`config.mk`:
```
export PLATFORM = sky130hd
export DESIGN_NAME = uart_fifo_irq
export DESIGN_NICKNAME = d
export VERILOG_FILES = /design/src/rtl/uart_irq_pkg.sv /design/src/rtl/uart_irq_rx.sv /design/src/rtl/uart_irq_tmo.sv /design/src/rtl/uart_irq_tx.sv /design/src/rtl/uart_fifo_irq.sv
export SDC_FILE = /design/constraint.sdc
export NUM_CORES = 1
export LEC_CHECK = 0
export ABC_AREA = 1
export BUFFER_PORTS_ARGS = -buffer_cell sky130_fd_sc_hd__buf_4
export CAP_MARGIN = 30
export CELL_PAD_IN_SITES_DETAIL_PLACEMENT = 0
export CELL_PAD_IN_SITES_GLOBAL_PLACEMENT = 1
export CORE_UTILIZATION = 30
export DETAILED_ROUTE_END_ITERATION = 8
export PLACE_DENSITY = 0.83
export REMOVE_ABC_BUFFERS = 1
export SETUP_SLACK_MARGIN = 0.2
export SYNTH_ARGS = -nofsm -noshare
export SYNTH_HDL_FRONTEND = slang
export SYNTH_SLANG_ARGS = --single-unit
```
`constraint.sdc`:
```
create_clock -name clk_i -period 1.25 [get_ports clk_i]
set_clock_uncertainty 0.2 [all_clocks]
set_input_delay 0.125 -clock clk_i [delete_from_list [all_inputs] [get_ports clk_i]]
set_output_delay 0.125 -clock clk_i [all_outputs]
set_load 0.05 [all_outputs]
```
`src/rtl/uart_irq_pkg.sv`:
```
package uart_irq_pkg;
  localparam int unsigned NUM_CAUSE = 5;
  typedef enum int unsigned {
    C_RX_OVF   = 0,
    C_RX_THR   = 1,
    C_RX_TMO   = 2,
    C_TX_EMPTY = 3,
    C_TX_LOW   = 4
  } cause_e;
endpackage

```
`src/rtl/uart_irq_rx.sv`:
```
module uart_irq_rx #(
  parameter int unsigned DEPTH = 16,
  localparam int unsigned LVL_W = $clog2(DEPTH + 1)
) (
  input  logic             clk_i,
  input  logic             rst_ni,
  input  logic [LVL_W-1:0] level_i,
  input  logic [LVL_W-1:0] thresh_i,
  input  logic             push_i,
  input  logic             fifo_rst_i,
  output logic             ovf_o,
  output logic             thr_o,
  output logic             ne_o
);
  localparam logic [LVL_W-1:0] FULL = LVL_W'(DEPTH);

  always_ff @(posedge clk_i or negedge rst_ni) begin
    if (!rst_ni) begin
      ovf_o <= 1'b0;
      thr_o <= 1'b0;
      ne_o  <= 1'b0;
    end else begin
      // sticky until the FIFO itself is reset
      if (fifo_rst_i)                       ovf_o <= 1'b0;
      else if (push_i && level_i == FULL)   ovf_o <= 1'b1;
      thr_o <= level_i > thresh_i;
      ne_o  <= level_i != '0;
    end
  end
endmodule

```
`src/rtl/uart_irq_tmo.sv`:
```
module uart_irq_tmo #(
  parameter int unsigned LVL_W = 5,
  parameter int unsigned TMO_W = 4
) (
  input  logic             clk_i,
  input  logic             rst_ni,
  input  logic [LVL_W-1:0] level_i,
  input  logic [TMO_W-1:0] limit_i,
  input  logic             tick_i,
  input  logic             restart_i,
  output logic             hit_o
);
  localparam logic [TMO_W-1:0] CNT_MAX = '1;
  logic [TMO_W-1:0] cnt_q;
  logic             busy;

  assign busy = level_i != '0;

  always_ff @(posedge clk_i or negedge rst_ni) begin
    if (!rst_ni) begin
      cnt_q <= '0;
      hit_o <= 1'b0;
    end else begin
      if (restart_i || !busy)              cnt_q <= '0;
      else if (tick_i && cnt_q != CNT_MAX) cnt_q <= cnt_q + 1'b1;
      hit_o <= busy && limit_i != '0 && cnt_q >= limit_i;
    end
  end
endmodule

```
`src/rtl/uart_irq_tx.sv`:
```
module uart_irq_tx #(
  parameter int unsigned LVL_W = 5
) (
  input  logic             clk_i,
  input  logic             rst_ni,
  input  logic [LVL_W-1:0] level_i,
  input  logic [LVL_W-1:0] thresh_i,
  output logic             empty_o,
  output logic             low_o,
  output logic [LVL_W-1:0] fill_o
);
  always_ff @(posedge clk_i or negedge rst_ni) begin
    if (!rst_ni) begin
      empty_o <= 1'b0;
      low_o   <= 1'b0;
      fill_o  <= '0;
    end else begin
      empty_o <= level_i == '0;
      low_o   <= level_i < thresh_i;
      fill_o  <= level_i;
    end
  end
endmodule

```
`src/rtl/uart_fifo_irq.sv`:
```
module uart_fifo_irq
  import uart_irq_pkg::*;
#(
  parameter int unsigned DEPTH = 16,
  parameter int unsigned TMO_W = 4,
  localparam int unsigned LVL_W = $clog2(DEPTH + 1)
) (
  input  logic                 clk_i,
  input  logic                 rst_ni,
  input  logic                 mask_we_i,
  input  logic [NUM_CAUSE-1:0] mask_i,
  input  logic [LVL_W-1:0]     rx_thresh_i,
  input  logic [LVL_W-1:0]     tx_thresh_i,
  input  logic [TMO_W-1:0]     tmo_chars_i,
  input  logic                 char_tick_i,
  input  logic [LVL_W-1:0]     rx_level_i,
  input  logic                 rx_push_i,
  input  logic                 rx_pop_i,
  input  logic                 rx_fifo_rst_i,
  input  logic [LVL_W-1:0]     tx_level_i,
  output logic                 irq_o,
  output logic [NUM_CAUSE-1:0] mask_o,
  output logic [NUM_CAUSE-1:0] status_o,
  output logic                 rx_not_empty_o,
  output logic [LVL_W-1:0]     tx_fill_o
);
  logic [NUM_CAUSE-1:0] mask_q;
  logic [NUM_CAUSE-1:0] pend;
  logic                 irq_q;

  uart_irq_rx #(.DEPTH(DEPTH)) u_rx (
    .clk_i, .rst_ni,
    .level_i    (rx_level_i),
    .thresh_i   (rx_thresh_i),
    .push_i     (rx_push_i),
    .fifo_rst_i (rx_fifo_rst_i),
    .ovf_o      (status_o[C_RX_OVF]),
    .thr_o      (status_o[C_RX_THR]),
    .ne_o       (rx_not_empty_o)
  );

  uart_irq_tmo #(.LVL_W(LVL_W), .TMO_W(TMO_W)) u_tmo (
    .clk_i, .rst_ni,
    .level_i   (rx_level_i),
    .limit_i   (tmo_chars_i),
    .tick_i    (char_tick_i),
    .restart_i (rx_push_i | rx_pop_i | rx_fifo_rst_i),
    .hit_o     (status_o[C_RX_TMO])
  );

  uart_irq_tx #(.LVL_W(LVL_W)) u_tx (
    .clk_i, .rst_ni,
    .level_i  (tx_level_i),
    .thresh_i (tx_thresh_i),
    .empty_o  (status_o[C_TX_EMPTY]),
    .low_o    (status_o[C_TX_LOW]),
    .fill_o   (tx_fill_o)
  );

  for (genvar i = 0; i < NUM_CAUSE; i++) begin : g_pend
    assign pend[i] = status_o[i] & mask_q[i];
  end

  always_ff @(posedge clk_i or negedge rst_ni) begin
    if (!rst_ni) begin
      mask_q <= '0;
      irq_q  <= 1'b0;
    end else begin
      if (mask_we_i) mask_q <= mask_i;
      irq_q <= |pend;
    end
  end

  assign mask_o = mask_q;
  assign irq_o  = irq_q;
endmodule

```
==> results.tsv <==
metric	value	unit
dr.pass1.iters	4	
final_antenna_net_count	0	
ir_worst_vdd	0.000340	V
finalHoldViolations	10	
final_cell_area	2050	um^2
synth.distinct_cells	20	
area_growth	69.9	%
grt_use_total	15.0	%
tritoncts	done	
outcome	finished, violations left	
worstSetupPathType	reg -> reg	
finalPower	1.79	mW
cts_buffer_depth	2	
synthCells	135	
overflow	0	
placed_cells	233	
cp-start-kind	flip-flop	
nNetsFinal	258	
layout_setup_ws	-0.104	ns
endpoint_kind	flip-flop	
antenna_found_initial	0	
path_clk_slew	0.08	ns
place_area	1640	um^2
hpwl	2130	um
tns	-0.284	ns
std_cell_rows	22	
grt_pass1_wl	4910	um
routed_wl	3040	um
drc	0	
use_met2	25.6	%
io_buffers	52	
die_area	4280	um^2
powerDensity	874	nW/um^2
setup_viol	5	
drive_above_1_share	49.8	%
cts-hold-fix-buffers	11	
clkSinkCount	21	
crit_required	1.25	ns
nFillCells	353	
violations	negative hold slack, negative setup slack	
dieHeight	65.4	um
grt_pass1_vias	1156	
wl_per_cell	11.9	um
n_antenna_cell	0	
fin_crit_sh	108	%
pre_cts_ws	-0.109	ns
synth.avg_cell_area	8.94	um^2
syn_area	1210	um^2
rsz0062_at_grt	yes	
drv_slew	0	
drt_iter0_markers	26	
leakage	1.09	nW
ys_seq_area_share	43.5	%
hold_slack	-0.106	ns
min_period	1.35	ns
grt_max_degree	22	
die_w	65.4	um
core	3770	um^2
crit_arrival	1.35	ns
max_freq	0.739	GHz
worst_pin_slew	0.270	ns
grt_use_met3	1.56	%
start_util	32.0	%
relSlewSlack	82.0	%
viasPerCell	4.43	
dr_total_vias	1129	
utilization	54.4	%
yosys_warnings	0	
final_cells	255	
htreeDepth	1	
busiest_layer	met2	
gp_congestion	0.772	
drv_cap	0	
use_met1	18.8	%
worstSkewPairLatency	0.26	ns
cts_root_buffer	clkbuf_8	
numCtsBuffers	3	
ios	53	
worst-r2r-setup-slack	-0.10	ns
crit_fanout	4	
ys_seq_elements	21	
hp-class	in -> reg	
-- report_power, final --
group / switching, mW / internal, mW / total, mW / leakage [nW]
Combinational: 0.321 / 0.283 / 0.604 / 0.802
Clock: 0.213 / 0.222 / 0.435 / 0.0255
Sequential: 0.0315 / 0.723 / 0.754 / 0.258
-- per-layer routing --
layer	vias up	wire length, um	share of wire [%]
li1	568	-	-
met1	524	1260	41
met2	31	1590	52
met3	6	114	3.8
met4	0	80	2.6
met5	-	0	0
-- flip-flops by register name, summed over array words and instances, names as in the netlist --
signal        cells
u_tmo.cnt_q       4
u_rx.thr_o        1
u_tx.low_o        1
u_rx.ne_o         1
u_rx.ovf_o        1
u_tmo.hit_o       1
irq_o             1
u_tx.fill_o       5
mask_o            5
u_tx.empty_o      1
-- area by class of cell --
class	instances	area [um^2]	share of cell area (%)
multi-input cells	82	656	32.0
flip-flops and latches	21	526	25.6
clock inverters	1	5.00	0.244
inverters	27	101	4.94
clock buffers	3	41.3	2.01
well taps	48	60.1	2.93
repair buffers	73	663	32.3
-- critical path, stage by stage, from the launching register on --
cell	delay, ns
dfrtp_1	0.42
ha_1	0.31
inv_1	0.04
o21bai_1	0.11
nand2_1	0.06
nand3_1	0.07
nand2_1	0.05
inv_1	0.04
-- path summary, 6_finish.rpt --
kind,start,to,cells past startpoint
worst max-delay path,u_tmo.cnt_q[1],u_tmo.hit_o,7
worst min register to register,u_tx.empty_o,irq_o,2
max in group asynchronous,rst_ni,u_tmo.cnt_q[3],2
min in group asynchronous,rst_ni,u_tx.fill_o[0],2
worst min-delay path,mask_i[1],mask_o[1],2
worst max register to register,u_tmo.cnt_q[1],u_tmo.hit_o,7
-- cell usage in the layout, fill, tap and decap left out, drive strengths merged --
| cell | count |
|---|---|
| a21oi | 9 |
| dlygate4sd3 | 6 |
| dfrtp | 21 |
| nand3b | 1 |
| mux2 | 4 |
| nand3 | 8 |
| nor3 | 3 |
| clkinv | 1 |
| nor3b | 2 |
| inv | 27 |
| dlymetal6s4s | 5 |
| clkbuf | 3 |
| nor2 | 10 |
| nand4 | 3 |
| buf | 62 |
| ha | 14 |
| o21bai | 1 |
| nand2 | 24 |
| o21ai | 3 |
-- what timing repair did --
action / CTS / global route
buffers inserted: 6 / 1
endpoints found under the setup margin: 22 / 31
resized for setup: 27 / 27
endpoints found under the hold margin: 38 / 10
pin swaps: 0 / 6
-- kinds of logic after synthesis --
kind of cell | share of synthesized area, %
compound gates | 5.60
buf+inv | 11.5
simple gates | 21.1
fa+ha+maj | 14.5
mux | 3.73
flops | 43.5
-- cells in the mapped netlist --
cell type / instances / area share [%]
a21oi_1: 9 / 3.7
buf_4: 5 / 3.1
dfrtp_1: 21 / 44
ha_1: 14 / 15
inv_1: 25 / 7.8
inv_2: 2 / 0.62
mux2_2: 4 / 3.7
nand2_1: 21 / 6.5
nand2_2: 3 / 1.6
nand3_1: 7 / 2.9
nand3_2: 1 / 0.83
nand3b_1: 1 / 0.62
nand4_1: 3 / 1.6
nor2_1: 7 / 2.2
nor2_2: 3 / 1.6
nor3_1: 2 / 0.83
nor3_4: 1 / 1.3
nor3b_1: 2 / 1.2
o21ai_0: 3 / 1.2
o21bai_1: 1 / 0.62
Note: power is estimated with default switching activity, not from simulation.
